==> src/rtl/pdb_pkg.sv <==
package pdb_pkg;
  typedef enum logic [1:0] {ST_IDLE, ST_LEAD, ST_ACTIVE, ST_RECOV} busState_e;

  typedef struct packed {
    logic launch;     // a new bus cycle starts on this clock
    logic sample;     // first recovery tick edge after the strobe rose
    logic lastCycle;  // the cycle in flight is the final one of the transfer
    logic idle;       // no cycle in progress
    logic strobeLow;  // strobe-active phase
  } ctrlStrobe_t;

  localparam logic [31:0] CFG_A_RST = 32'h4200_0000;
  localparam logic [31:0] CFG_B_RST = 32'h0000_0010;
  localparam logic [31:0] CFG_C_RST = 32'h0000_0067;
  localparam logic [31:0] CFG_B_MASK = 32'h0000_0033;
  localparam logic [31:0] CFG_C_MASK = 32'h0000_1FFF;
endpackage

==> src/rtl/pdb_ctrl.sv <==
module pdb_ctrl
  import pdb_pkg::*;
#(
  parameter int CYC_W = 18,
  parameter int TW0_W = 4,
  parameter int TW1_W = 6,
  parameter int DIV_W = 3
) (
  input  logic             clk,
  input  logic             rstN,
  input  logic             engRst,
  input  logic             enable,
  input  logic             csN,
  input  logic             weHold,
  input  logic             dataReady,
  input  logic             loadCycles,
  input  logic [CYC_W-1:0] loadVal,
  input  logic [TW0_W-1:0] tw0,
  input  logic [TW1_W-1:0] tw1,
  input  logic [DIV_W-1:0] divSel,
  output ctrlStrobe_t      strb
);
  localparam int CNT_W = (TW1_W > TW0_W) ? TW1_W : TW0_W;

  busState_e        state;
  logic [CNT_W-1:0] phaseCnt;
  logic [DIV_W-1:0] divCnt;
  logic [CYC_W:0]   cyclesLeft;
  logic             tick, go, goNext, recovEnd, allowed;

  assign tick     = (divCnt >= divSel);
  assign allowed  = enable && !csN && !weHold && dataReady;
  assign go       = allowed && (cyclesLeft != '0);
  assign goNext   = allowed && (cyclesLeft > (CYC_W+1)'(1));
  assign recovEnd = (state == ST_RECOV) && (phaseCnt == CNT_W'(tw1 - 1'b1));

  always_ff @(posedge clk or negedge rstN) begin
    if (!rstN) begin
      state <= ST_IDLE; phaseCnt <= '0; divCnt <= '0; cyclesLeft <= '0;
    end else if (engRst) begin
      state <= ST_IDLE; phaseCnt <= '0; divCnt <= '0; cyclesLeft <= '0;
    end else begin
      divCnt <= tick ? '0 : divCnt + 1'b1;
      if (loadCycles) cyclesLeft <= {1'b0, loadVal} + 1'b1;
      else if (tick && recovEnd) cyclesLeft <= cyclesLeft - 1'b1;
      if (tick) begin
        case (state)
          ST_IDLE:   if (go) state <= ST_LEAD;
          ST_LEAD:   begin state <= ST_ACTIVE; phaseCnt <= '0; end
          ST_ACTIVE: begin
            if (phaseCnt == CNT_W'(tw0)) begin state <= ST_RECOV; phaseCnt <= '0; end
            else phaseCnt <= phaseCnt + 1'b1;
          end
          ST_RECOV: begin
            if (recovEnd) state <= goNext ? ST_LEAD : ST_IDLE;
            else phaseCnt <= phaseCnt + 1'b1;
          end
          default: state <= ST_IDLE;
        endcase
      end
    end
  end

  always_comb begin
    strb.launch    = tick && (((state == ST_IDLE) && go) || (recovEnd && goNext));
    strb.sample    = tick && (state == ST_RECOV) && (phaseCnt == '0);
    strb.lastCycle = (cyclesLeft == (CYC_W+1)'(1));
    strb.idle      = (state == ST_IDLE);
    strb.strobeLow = (state == ST_ACTIVE);
  end

  // the datapath must never hand over a recovery below three ticks
  a_r4_recov_legal: assert property (@(posedge clk) disable iff (!rstN)
    tw1 >= TW1_W'(2));
  // a cycle in progress always belongs to a transfer with cycles left
  a_r2_count_live: assert property (@(posedge clk) disable iff (!rstN)
    (state != ST_IDLE) |-> (cyclesLeft != '0));
  // with a stable divider above one, ticks never fall on adjacent clocks
  a_r5_tick_spacing: assert property (@(posedge clk) disable iff (!rstN)
    (tick && divSel != '0) |=> (!tick || divSel != $past(divSel)));
endmodule

==> src/rtl/pdb_datapath.sv <==
module pdb_datapath
  import pdb_pkg::*;
#(
  parameter int CYC_W      = 18,
  parameter int TW0_W      = 4,
  parameter int TW1_W      = 6,
  parameter int DIV_W      = 3,
  parameter int BUS_W      = 16,
  parameter int FIFO_DEPTH = 8
) (
  input  logic             clk,
  input  logic             rstN,
  input  logic             regWe,
  input  logic             regRe,
  input  logic [1:0]       regAddr,
  input  logic [31:0]      regWdata,
  output logic [31:0]      regRdata,
  input  logic [BUS_W-1:0] busDin,
  output logic             busCsN,
  output logic             busWrN,
  output logic             busRdN,
  output logic             busCd,
  output logic [BUS_W-1:0] busDout,
  output logic             dmaReq,
  output logic             engRst,
  output logic             enable,
  output logic             csN,
  output logic             weHold,
  output logic             dataReady,
  output logic             loadCycles,
  output logic [CYC_W-1:0] loadVal,
  output logic [TW0_W-1:0] tw0,
  output logic [TW1_W-1:0] tw1,
  output logic [DIV_W-1:0] divSel,
  input  ctrlStrobe_t      strb
);
  localparam int WORD_W   = 32;
  localparam int NARROW_W = BUS_W / 2;
  localparam int PICK_W   = $clog2(WORD_W / NARROW_W);
  localparam int PTR_W    = $clog2(FIFO_DEPTH);
  localparam logic [PTR_W:0] FULL = (PTR_W+1)'(FIFO_DEPTH);

  logic [31:0] cfgA, cfgB, cfgC;
  logic        selfRst, badTiming, rdMode, wide, lastPick, writesDone;
  logic [PICK_W-1:0] pickIdx;
  logic [WORD_W-1:0] wrMem [FIFO_DEPTH];
  logic [WORD_W-1:0] rdMem [FIFO_DEPTH];
  logic [PTR_W-1:0]  wrHd, wrTl, rdHd, rdTl;
  logic [PTR_W:0]    wrCnt, rdCnt;
  logic              wrPush, wrPop, rdPush, rdPop, pickAdv;
  logic [WORD_W-1:0] rdAsm, rdAsmNext, wrHead;

  // Configuration registers and the self-reset on an illegal recovery
  assign badTiming = regWe && (regAddr == 2'd0) && (regWdata[29:24] < 6'd2);
  always_ff @(posedge clk or negedge rstN) begin
    if (!rstN) begin
      cfgA <= CFG_A_RST; cfgB <= CFG_B_RST; cfgC <= CFG_C_RST; selfRst <= 1'b0;
    end else begin
      selfRst <= badTiming;
      if (selfRst) begin
        cfgA <= CFG_A_RST; cfgB <= CFG_B_RST; cfgC <= CFG_C_RST;
      end else if (regWe) begin
        case (regAddr)
          2'd0: if (!badTiming) cfgA <= regWdata;
          2'd1: cfgB <= regWdata & CFG_B_MASK;
          2'd2: cfgC <= regWdata & CFG_C_MASK;
          default: ;
        endcase
      end
    end
  end

  assign engRst     = cfgB[1] || selfRst;
  assign enable     = cfgB[0];
  assign weHold     = cfgB[4];
  assign rdMode     = cfgB[5];
  assign csN        = cfgA[30];
  assign tw0        = cfgA[23:20];
  assign tw1        = cfgA[29:24];
  assign divSel     = cfgC[12:10];
  assign wide       = cfgC[3];
  assign loadCycles = regWe && (regAddr == 2'd0) && !badTiming && !selfRst;
  assign loadVal    = regWdata[CYC_W-1:0];
  assign lastPick   = (pickIdx == cfgC[5 +: PICK_W]);

  // Queue control
  assign wrPush   = regWe && (regAddr == 2'd3) && (wrCnt < FULL) && !engRst;
  assign wrPop    = strb.launch && !rdMode && lastPick;
  assign rdPush   = strb.sample && rdMode && (lastPick || strb.lastCycle);
  assign rdPop    = regRe && (regAddr == 2'd3) && (rdCnt != '0);
  assign pickAdv  = rdMode ? strb.sample : strb.launch;
  assign wrHead   = wrMem[wrHd];
  assign dataReady = rdMode ? (rdCnt < FULL) : (wrCnt != '0);
  assign dmaReq   = wrCnt < FULL;
  assign writesDone = (wrCnt == '0) && strb.idle;

  always_ff @(posedge clk) begin
    if (wrPush) wrMem[wrTl] <= regWdata;
    if (rdPush) rdMem[rdTl] <= rdAsmNext;
  end

  always_ff @(posedge clk or negedge rstN) begin
    if (!rstN) begin
      wrHd <= '0; wrTl <= '0; wrCnt <= '0; rdHd <= '0; rdTl <= '0; rdCnt <= '0;
    end else if (engRst) begin
      wrHd <= '0; wrTl <= '0; wrCnt <= '0; rdHd <= '0; rdTl <= '0; rdCnt <= '0;
    end else begin
      if (wrPush) wrTl <= wrTl + 1'b1;
      if (wrPop)  wrHd <= wrHd + 1'b1;
      wrCnt <= wrCnt + (PTR_W+1)'(wrPush) - (PTR_W+1)'(wrPop);
      if (rdPush) rdTl <= rdTl + 1'b1;
      if (rdPop)  rdHd <= rdHd + 1'b1;
      rdCnt <= rdCnt + (PTR_W+1)'(rdPush) - (PTR_W+1)'(rdPop);
    end
  end

  // Pick sequencing, output lane and read packing
  always_comb begin
    rdAsmNext = rdAsm;
    if (wide) rdAsmNext[int'(pickIdx[0]) * BUS_W +: BUS_W] = busDin;
    else      rdAsmNext[int'(pickIdx) * NARROW_W +: NARROW_W] = busDin[NARROW_W-1:0];
  end

  always_ff @(posedge clk or negedge rstN) begin
    if (!rstN) begin
      pickIdx <= '0; rdAsm <= '0; busDout <= '0;
    end else if (engRst || loadCycles) begin
      pickIdx <= '0; rdAsm <= '0;
      if (engRst) busDout <= '0;
    end else begin
      if (pickAdv) begin
        if (lastPick || (rdMode && strb.lastCycle)) pickIdx <= '0;
        else pickIdx <= pickIdx + 1'b1;
      end
      if (strb.sample && rdMode) rdAsm <= rdPush ? '0 : rdAsmNext;
      if (strb.launch && !rdMode) begin
        if (wide) busDout <= wrHead[int'(pickIdx[0]) * BUS_W +: BUS_W];
        else      busDout <= {{(BUS_W-NARROW_W){1'b0}}, wrHead[int'(pickIdx) * NARROW_W +: NARROW_W]};
      end
    end
  end

  assign busWrN = !(strb.strobeLow && !rdMode);
  assign busRdN = !(strb.strobeLow && rdMode);
  assign busCsN = cfgA[30];
  assign busCd  = cfgA[18];

  always_comb begin
    case (regAddr)
      2'd0:    regRdata = cfgA;
      2'd1:    regRdata = cfgB | {28'd0, writesDone, 3'd0};
      2'd2:    regRdata = cfgC;
      default: regRdata = rdMem[rdHd];
    endcase
  end

  // a word is retired only when the control launches into a filled queue
  a_r11_no_empty_pop: assert property (@(posedge clk) disable iff (!rstN)
    wrPop |-> (wrCnt != '0));
  // a packed read word never lands in a full read queue
  a_r8_rd_room: assert property (@(posedge clk) disable iff (!rstN)
    rdPush |-> (rdCnt < FULL));
  // reported completion means both strobes are idle
  a_r10_done_quiet: assert property (@(posedge clk) disable iff (!rstN)
    writesDone |-> (busWrN && busRdN));
  // soft reset leaves no cycle running on the following clock
  a_r12_soft_halt: assert property (@(posedge clk) disable iff (!rstN)
    cfgB[1] |=> strb.idle);
endmodule

==> src/rtl/pdb_engine.sv <==
module pdb_engine
  import pdb_pkg::*;
#(
  parameter int CYC_W      = 18,
  parameter int TW0_W      = 4,
  parameter int TW1_W      = 6,
  parameter int DIV_W      = 3,
  parameter int BUS_W      = 16,
  parameter int FIFO_DEPTH = 8
) (
  input  logic             clk,
  input  logic             rstN,
  input  logic             regWe,
  input  logic             regRe,
  input  logic [1:0]       regAddr,
  input  logic [31:0]      regWdata,
  output logic [31:0]      regRdata,
  input  logic [BUS_W-1:0] busDin,
  output logic             busCsN,
  output logic             busWrN,
  output logic             busRdN,
  output logic             busCd,
  output logic [BUS_W-1:0] busDout,
  output logic             dmaReq
);
  ctrlStrobe_t      strb;
  logic             engRst, enable, csN, weHold, dataReady, loadCycles;
  logic [CYC_W-1:0] loadVal;
  logic [TW0_W-1:0] tw0;
  logic [TW1_W-1:0] tw1;
  logic [DIV_W-1:0] divSel;

  pdb_datapath #(
    .CYC_W(CYC_W), .TW0_W(TW0_W), .TW1_W(TW1_W), .DIV_W(DIV_W),
    .BUS_W(BUS_W), .FIFO_DEPTH(FIFO_DEPTH)
  ) u_dp (
    .clk(clk), .rstN(rstN), .regWe(regWe), .regRe(regRe), .regAddr(regAddr),
    .regWdata(regWdata), .regRdata(regRdata), .busDin(busDin),
    .busCsN(busCsN), .busWrN(busWrN), .busRdN(busRdN), .busCd(busCd),
    .busDout(busDout), .dmaReq(dmaReq), .engRst(engRst), .enable(enable),
    .csN(csN), .weHold(weHold), .dataReady(dataReady), .loadCycles(loadCycles),
    .loadVal(loadVal), .tw0(tw0), .tw1(tw1), .divSel(divSel), .strb(strb)
  );

  pdb_ctrl #(
    .CYC_W(CYC_W), .TW0_W(TW0_W), .TW1_W(TW1_W), .DIV_W(DIV_W)
  ) u_ctrl (
    .clk(clk), .rstN(rstN), .engRst(engRst), .enable(enable), .csN(csN),
    .weHold(weHold), .dataReady(dataReady), .loadCycles(loadCycles),
    .loadVal(loadVal), .tw0(tw0), .tw1(tw1), .divSel(divSel), .strb(strb)
  );
endmodule

==> config.mk <==
export PLATFORM = sky130hd
export DESIGN_NAME = pdb_engine
export DESIGN_NICKNAME = d
export VERILOG_FILES = /design/src/rtl/pdb_pkg.sv /design/src/rtl/pdb_ctrl.sv /design/src/rtl/pdb_datapath.sv /design/src/rtl/pdb_engine.sv
export SDC_FILE = /design/constraint.sdc
export NUM_CORES = 1
export LEC_CHECK = 0
export ABC_AREA = 0
export BUFFER_PORTS_ARGS = -buffer_cell sky130_fd_sc_hd__buf_2
export CORE_AREA = 2 2 270 272
export DETAILED_ROUTE_END_ITERATION = 7
export DIE_AREA = 0 0 272 274
export PLACE_DENSITY_LB_ADDON = 0.15
export REMOVE_ABC_BUFFERS = 1
export SYNTH_ARGS = -nofsm -noshare
export SYNTH_HDL_FRONTEND = slang
export SYNTH_SLANG_ARGS = --single-unit
==> constraint.sdc <==
create_clock -name clk -period 4.81 [get_ports clk]
set_input_delay 0 -clock clk [delete_from_list [all_inputs] [get_ports clk]]
set_output_delay 0 -clock clk [all_outputs]
set_load 0.02 [all_outputs]
# Word level (Yosys, flattened, before mapping)
# Memory sizes are Yosys's and may differ from the RTL's.
# Index checks and enable logic that the tools add are counted.
# totals
out_inout_bits,53
latch_bits,0
ff_bits,197
wordCells,189
romBits,0
inputBits,54
memories,2
ramBits,512
# op_classes
reduce_logical,69
magnitude_cmp,5
n_mul,0
add_sub_neg,16
n_mux,57
n_div,0
eq_ne,16
bitwise,1
n_shift,6
# memory_table
name,words,word_bits,rd,rd_ports_with_merged_regs,write_ports,line_no,rtl
u_dp.rdMem,8,32,1,0,1,pdb_datapath.sv:47,logic [WORD_W-1:0] rdMem [FIFO_DEPTH];
u_dp.wrMem,8,32,1,0,1,pdb_datapath.sv:46,logic [WORD_W-1:0] wrMem [FIFO_DEPTH];
# ops
cell,n
2-to-1 mux 32 bit,14
one-hot mux 32 bit (3 select lines),1
negator 5 -> 33 bit,2
bitwise mux 32 bit,2
2-to-1 mux 16 bit,4
2-to-1 mux 19 bit,3
variable shift 16 x 33 -> 32 bit (first input constant),1
variable shift 8 x 33 -> 32 bit (first input constant),1
indexed part select 16 x 33 -> 32 bit,1
indexed part select 8 x 33 -> 32 bit,1
OR 32 x 4 -> 32 bit,1
indexed part select 32 x 6 -> 16 bit,1
indexed part select 32 x 6 -> 8 bit,1
2-to-1 mux 3 bit,10
logical AND 1 bit,29
2-to-1 mux 6 bit,4
nonzero test 2 bit,12
adder 18 x 1 -> 19 bit (second input constant),1
equality test 19 x 1 -> 1 bit (second input constant),1
greater-than comparator 19 x 1 -> 1 bit (second input constant),1
nonzero test 19 bit,1
subtractor 19 x 1 -> 19 bit (second input constant),1
one-hot mux 6 bit (3 select lines),1
2-to-1 mux 2 bit,8
31 further kinds,68

# Longest topological paths before layout
# Gate-level depths: netlist of run 1.
# depth
word_depth,12
mapped_depth,15
depth_no_buf,15

# By module
# Synthesis of run 1 repeated with hierarchy kept, for this count alone.
# hier_totals
hier_cells,1829
area_unflattened_um2,28761.3
# modules_own_cells
module,instances,area_each_um2,seq_area_each_um2,cells_each
pdb_datapath,1,26155.1,18387.6,1524
pdb_ctrl,1,2606.2,750.7,305

# Least setup slack after synthesis of run 1
# No wires, ideal clock.
# synth_path
kind,reg-to-reg
from,register u_ctrl.cyclesLeft[11]
to,memory u_dp.rdMem[4][0] (enable)
stages_incl_launch_ff,7
synth_period_minus_slack_ns,4.868
setup_ns,0.468
path_buffers,0
path_slack_ns,-0.058
t_required_ns,4.342
arrival_ns,4.401
path_cell_list,dfrtp_1 > or4_1 > nor4_2 > nand3_1 > a21oi_1 > nand2b_1 > nor3b_1
# synth_via
elab_chain_len,5
# synth_lines
element,line_no,rtl
start: declaration,pdb_ctrl.sv:28,logic [CYC_W:0] cyclesLeft;
start signal: assignment,pdb_ctrl.sv:44,"if (loadCycles) cyclesLeft <= {1'b0, loadVal} + 1'b1;"
start signal: assignment,pdb_ctrl.sv:45,else if (tick && recovEnd) cyclesLeft <= cyclesLeft - 1'b1;
equality test 19 x 1 -> 1 bit,pdb_ctrl.sv:67,strb.lastCycle = (cyclesLeft == (CYC_W+1)'(1));
logical OR 1 bit,pdb_datapath.sv:89,assign rdPush = strb.sample && rdMode && (lastPick || strb.lastCycle);
logical AND 1 bit,pdb_datapath.sv:89,
2-to-1 mux 1 bit,pdb_datapath.sv:99,if (rdPush) rdMem[rdTl] <= rdAsmNext;
2-to-1 mux 1 bit (implied by the code),pdb_datapath.sv:99,
end: declaration,pdb_datapath.sv:47,
# Every way passes these cells.

# Final worst setup path of run 1
# layout_path
from,register u_ctrl.cyclesLeft[11]
to,memory u_dp.rdMem[7][31] (enable)
# The elaborated chain is that of the path after synthesis.

==> metrics, run 1 <==
r2r worst-path depth=7; HPWL Detailed=48500 um; Area Overhead vs Synth=16.4%; I/O pins=107; clk sinks=662; critical path arrival=4100 ps; storage element area=19200 um^2; pwr dens=455 nW/um^2; hold_sp=busDin[15]; Yosys cell types=69; fill count=6304; reg2reg end=u_dp.rdMem[7][31]; per-cell routed wire length=24.9 um; ordered cell list for the critical path=or4_1 > nor4_2 > nand3_1 > a21oi_1 > nand2_1 > nor2_4 > buf_4; drt total wl=74900 um; Final min period=3790 ps; Final Hold Viols=0; prevailing post-synth register cell=edfxtp_1; register bit total from synthesis=662; worst-margin pin slew=1180 ps; Worst Hold Path Cells=3; worst r2r src=u_ctrl.cyclesLeft[11]; antenna cells=0; TritonRoute pass-1 iters=5; Finished Cell Area=33100 um^2; mean post-synth cell area=15.6 um^2; initial antenna violation count=3; WP data required=5120 ps; setup tns final=0 ps; Core ar.=72000 um^2; vias in the first global route=17200; critical path class=flip-flop to flip-flop; die span in x=272 um; area post-placement=30300 um^2; DRT iter0 DRCs=1494; Final Setup Violations=0; CP max stage delay=770 ps; first-pass GRT wire length=112000 um; WHS=61.3 ps; RSZ-0062 raised after global routing=no; share of cells above drive strength 1=22.4%; outcome=completed; root buf cell=clkbuf_16; CP max stage cell=nor2_4; WP buf/inv=1; maximum vdd ir drop=0.252 mV; Placer Congestion=0.843; delay-heaviest family, CP=simple AND/OR/NAND/NOR gates; Longest Clk Path Bufs=3; DR vias/cell=5.58; # rows=99; starting density of the core=39.4%; Static Leak=11.6 nW; fin. max-slew vios=0; register area share after synthesis=67.4%; gr usage total=20.3%; CTS tree=yes; Cells after Synth=1823; Slew HR=20.6%; R2R setup slack=1020 ps; PortBufs=106; Setup crit end kind=flip-flop; via count=16800; hold crit path type=input port to flip-flop; Syn. warnings=0; clock-pin slew on the worst setup and hold paths=60 ps; Fmax achieved=264 MHz; # DRC=0; maxcap violations=0; Post-synth EDFFs=512; worst skew pair latency=600 ps; area of the multi-input gates=8800 um^2; DRT antenna net count=0; grt total ovfl=0; Die ar.=74500 um^2; TritonCTS Buffers=73; crit-path max FO=24; largest net degree at the start of global routing=116; Layout Nets=2086; cell area after synthesis=28400 um^2; Final Skew=12.3 ps; type of origin of the critical path=flip-flop; period utilization=78.8%; htree depth=3; die height=274 um; asr flop ratio synth=22.7%; Hold Path Sink=u_dp.rdMem[5][15]
## power by group
group	internal, W	switching [W]
sequential	0.00654	0.000290
combinational	0.00106	0.00166
clock	0.00328	0.00221
## cell usage in the layout (no fill, tap or decap), types with 13 or more instances in the layout
master,Yosys,routed
nor2_1,77,67
inv_1,42,42
nor3_1,17,13
buf_4,1,51
clkbuf_16,0,76
a31oi_1,16,16
clkinv_1,2,14
buf_2,12,105
mux4_2,124,124
xor2_1,13,13
mux2_2,25,25
nor2b_1,30,30
o21ai_0,63,63
a22o_1,47,47
nand2_1,167,167
a221oi_1,21,21
clkbuf_1,71,21
edfxtp_1,512,512
dfrtp_1,142,134
mux2i_1,79,79
o22ai_1,25,25
ha_1,34,34
a21oi_1,77,77
dlygate4sd3_1,0,37
nand3_1,27,27
xnor2_1,25,25
## registers in the layout (all words and copies together), names as in the netlist
name / count
u_dp.pickIdx: 2
u_dp.wrMem: 256
u_dp.rdAsm: 32
u_dp.wrHd: 3
u_dp.cfgA: 32
u_dp.wrTl: 3
u_dp.cfgC: 13
u_dp.selfRst: 1
u_dp.cfgB: 4
u_dp.rdMem: 256
u_dp.rdHd: 3
u_ctrl.phaseCnt: 6
u_dp.busDout: 16
u_dp.rdTl: 3
u_dp.rdCnt: 4
u_dp.wrCnt: 4
u_ctrl.state: 2
u_ctrl.cyclesLeft: 19
u_ctrl.divCnt: 3
## logic make-up after synthesis
group / after synthesis / share of synthesized area, %
flops: 662 / 67.4
simple gates: 394 / 6.58
xor+xnor: 38 / 1.17
mux: 228 / 13.6
buf+inv: 145 / 1.98
compound gates: 320 / 7.60
fa+ha+maj: 36 / 1.64
## cells in the mapped netlist, types with 25 or more instances
cell / instances / area share (%)
mux2i_1: 79 / 2.8
a22o_1: 47 / 1.4
ha_1: 34 / 1.5
o21ai_0: 63 / 1.1
nor2_1: 77 / 1.0
a21oi_1: 77 / 1.4
mux4_2: 124 / 9.8
mux2_2: 25 / 0.99
clkbuf_1: 71 / 0.94
o22ai_1: 25 / 0.55
nor2b_1: 30 / 0.66
nand3_1: 27 / 0.48
nand2_1: 167 / 2.2
edfxtp_1: 512 / 54
dfrtp_1: 142 / 13
xnor2_1: 25 / 0.77
inv_1: 42 / 0.56
## worst register-to-register path, cell delays in order, from the launching register on
cell	delay (ps)
dfrtp_1	420
or4_1	580
nor4_2	470
nand3_1	160
a21oi_1	500
nand2_1	290
nor2_4	770
buf_4	290
## what timing repair did
item | in CTS | in global routing
setup endpoints to repair | 0 | 0
gates resized for setup | 0 | 0
endpoints found under the hold margin | 455 | 0
hold buffers | 38 | 0
buffers inserted | 0 | 0
## layout make-up
type,count,share of cell area (%)
Sequential cell,662,57.9
Multi-Input combinational cell,1016,26.6
Clock buffer,105,6.32
Timing Repair Buffer,199,4.20
Tap cell,959,3.63
Clock inverter,27,0.787
Inverter,44,0.500
## metrics by stage
stage / power [W] / setup slack [ps] / cells / utilization (%)
final: 0.0150 / 1020 / 3012 / 45.9
after global routing: 0.0157 / 695 / 3012 / 45.9
after CTS: 0.0152 / 952 / 3012 / 45.9
after detailed placement: 0.00963 / 989 / 2842 / 42.1
after global placement: 0.00960 / 1040 / 2842 / 42.1
after floorplan: 0.00867 / -343 / 1722 / -
## worst max path at each step
| stage | startpoint | endpoint | slack, ps | cells after the start |
|---|---|---|---|---|
| after global placement | u_ctrl.cyclesLeft[11] | u_dp.rdMem[7][2] | 1040 | 7 |
| after CTS | u_ctrl.cyclesLeft[11] | u_dp.rdMem[7][7] | 950 | 7 |
| after floorplan | u_dp.pickIdx[0] | u_dp.rdMem[4][0] | -340 | 5 |
| after global routing | u_ctrl.cyclesLeft[11] | u_dp.rdMem[7][1] | 700 | 7 |
| final | u_ctrl.cyclesLeft[11] | u_dp.rdMem[7][31] | 1020 | 7 |
| after detailed placement | u_ctrl.cyclesLeft[11] | u_dp.rdMem[7][7] | 990 | 7 |
## per-layer routing
metal | track usage (%) | vias up | routed length (um)
met3 | 2.85 | 122 | 2890
met1 | 27.7 | 8795 | 33100
li1 | - | 7478 | -
met2 | 33.8 | 406 | 36500
met4 | 6.45 | 2 | 2360
met5 | 0 | - | 11
No activity file was read; power rests on OpenSTA's default activity.
==> run 2, diff against run 1 <==
Clock period 4.81 ns to 3.53 ns, I/O delays scaled along.
==> metrics, run 2 (same netlist as run 1, synthesis figures left out) <==
outcome=completed; # DRC=0; Final Setup Violations=0; maximum vdd ir drop=0.319 mV; CP max stage delay=440 ps; Layout Nets=2099; ordered cell list for the critical path=or3_4 > or4_4 > a2111oi_4 > a32o_1 > nand2_1 > inv_1 > ha_1 > inv_1 > ha_1 > fa_1 > and2_1; per-cell routed wire length=24.9 um; clk sinks=662; maxcap violations=0; TritonRoute pass-1 iters=6; area post-placement=30500 um^2; Area Overhead vs Synth=17.1%; drt total wl=75200 um; # Post-CTS Setup Buffers=0; Longest Clk Path Bufs=3; Fmax achieved=298 MHz; crit-path max FO=5; initial antenna violation count=1; TritonCTS Buffers=73; pwr dens=619 nW/um^2; period utilization=95.1%; via count=16900; root buf cell=clkbuf_16; Static Leak=11.6 nW; DRT antenna net count=0; Final Hold Viols=0; Placed Cells=2855; WP data required=4020 ps; Finished Cell Area=33200 um^2; critical path class=flip-flop to flip-flop; biggest regs=u_dp.rdMem (256), u_dp.wrMem (256); Final Skew=24.4 ps; Placer Congestion=0.856; Setup crit end kind=flip-flop; starting density of the core=39.4%; HPWL Detailed=47700 um; critical path arrival=3850 ps; gr usage total=20.2%; Post-Layout Cell Count=3025; Post-CTS Resized=0; worst r2r src=u_dp.cfgA[24]; fin. max-slew vios=0; RSZ-0062 raised after global routing=no; die span in x=272 um; # rows=99; largest net degree at the start of global routing=89; worst-margin pin slew=1040 ps; DRT iter0 DRCs=1402; CP max stage cell=dfrtp_1; first-pass GRT wire length=111000 um; CTS tree=yes; share of cells above drive strength 1=22.8%; Worst Setup SP=u_dp.cfgA[24]; most frequent cells in the layout=512 x edfxtp_1, 167 x nand2_1, 134 x dfrtp_1; clock-pin slew on the worst setup and hold paths=60 ps; PortBufs=106; Die ar.=74500 um^2; hold crit path type=input port to flip-flop; vias in the first global route=17200; die height=274 um; commonest non-fill, non-tap cell in the layout=edfxtp_1; hold_sp=busDin[5]; antenna cells=0; type of origin of the critical path=flip-flop; DR vias/cell=5.59; htree depth=3; worst skew pair latency=610 ps; I/O pins=107; Final min period=3360 ps; Slew HR=30.1%; grt total ovfl=0; Core ar.=72000 um^2
## run 2: worst max-delay path, delay by kind of cell, from the launching register on
kind            cells  cell delay [ps]
flops               1              440
compound gates      2              670
fa+ha+maj           3              820
simple gates        4             1170
buf+inv             2              150
## run 2: cell type report
type,count,area (um^2)
clock inverter,26,282
sequential,662,19200
fill,6308,38700
multi-input combinational,1016,8800
tap,959,1200
timing repair buffer,212,1590
clock buffer,106,2040
inverter,44,165
## run 2: repair_timing
action,4_1_cts,5_1_grt
endpoints found under the setup margin,0,2
hold endpoints to repair,400,0
hold buffers,38,0
## run 2: stage by stage
step / util, % / hold slack [ps] / setup WS (ps) / power, W / TNS [ps]
5_1_grt: 46.2 / 55.6 / 1.66 / 0.0215 / 0
2_1_floorplan: - / -296 / -1620 / 0.0118 / -538550
3_3_place_gp: 42.4 / 155 / 204 / 0.0132 / 0
4_1_cts: 46.2 / 9.21 / 155 / 0.0208 / 0
6_report: 46.2 / 44.3 / 173 / 0.0206 / 0
3_5_place_dp: 42.4 / 160 / 179 / 0.0132 / 0
## run 2: path summary, 6_finish.rpt
path	to	slack, ps	cells after the start
worst min register to register	u_ctrl.divCnt[0]	470	1
max in group asynchronous	u_dp.wrHd[0]	2410	3
worst max-delay path	u_dp.wrCnt[1]	170	11
worst max register to register	u_dp.wrCnt[1]	170	11
worst min-delay path	u_dp.rdMem[2][5]	40	2
min in group asynchronous	u_dp.rdHd[1]	70	2
## run 2: routing by layer
metal  track usage, %  part of all wire, %  vias to the layer above
met1             27.3                   43                     8844
met5                0                    0                        -
li1                 -                    -                     7492
met2             33.6                   49                      437
met4             6.65                  2.9                        0
met3             3.11                  4.6                      123
## run 2: where the power goes
group	switching (W)	internal (W)	total, W
registers	0.000334	0.00891	0.00924
clock network	0.00302	0.00445	0.00747
logic	0.00234	0.00153	0.00387
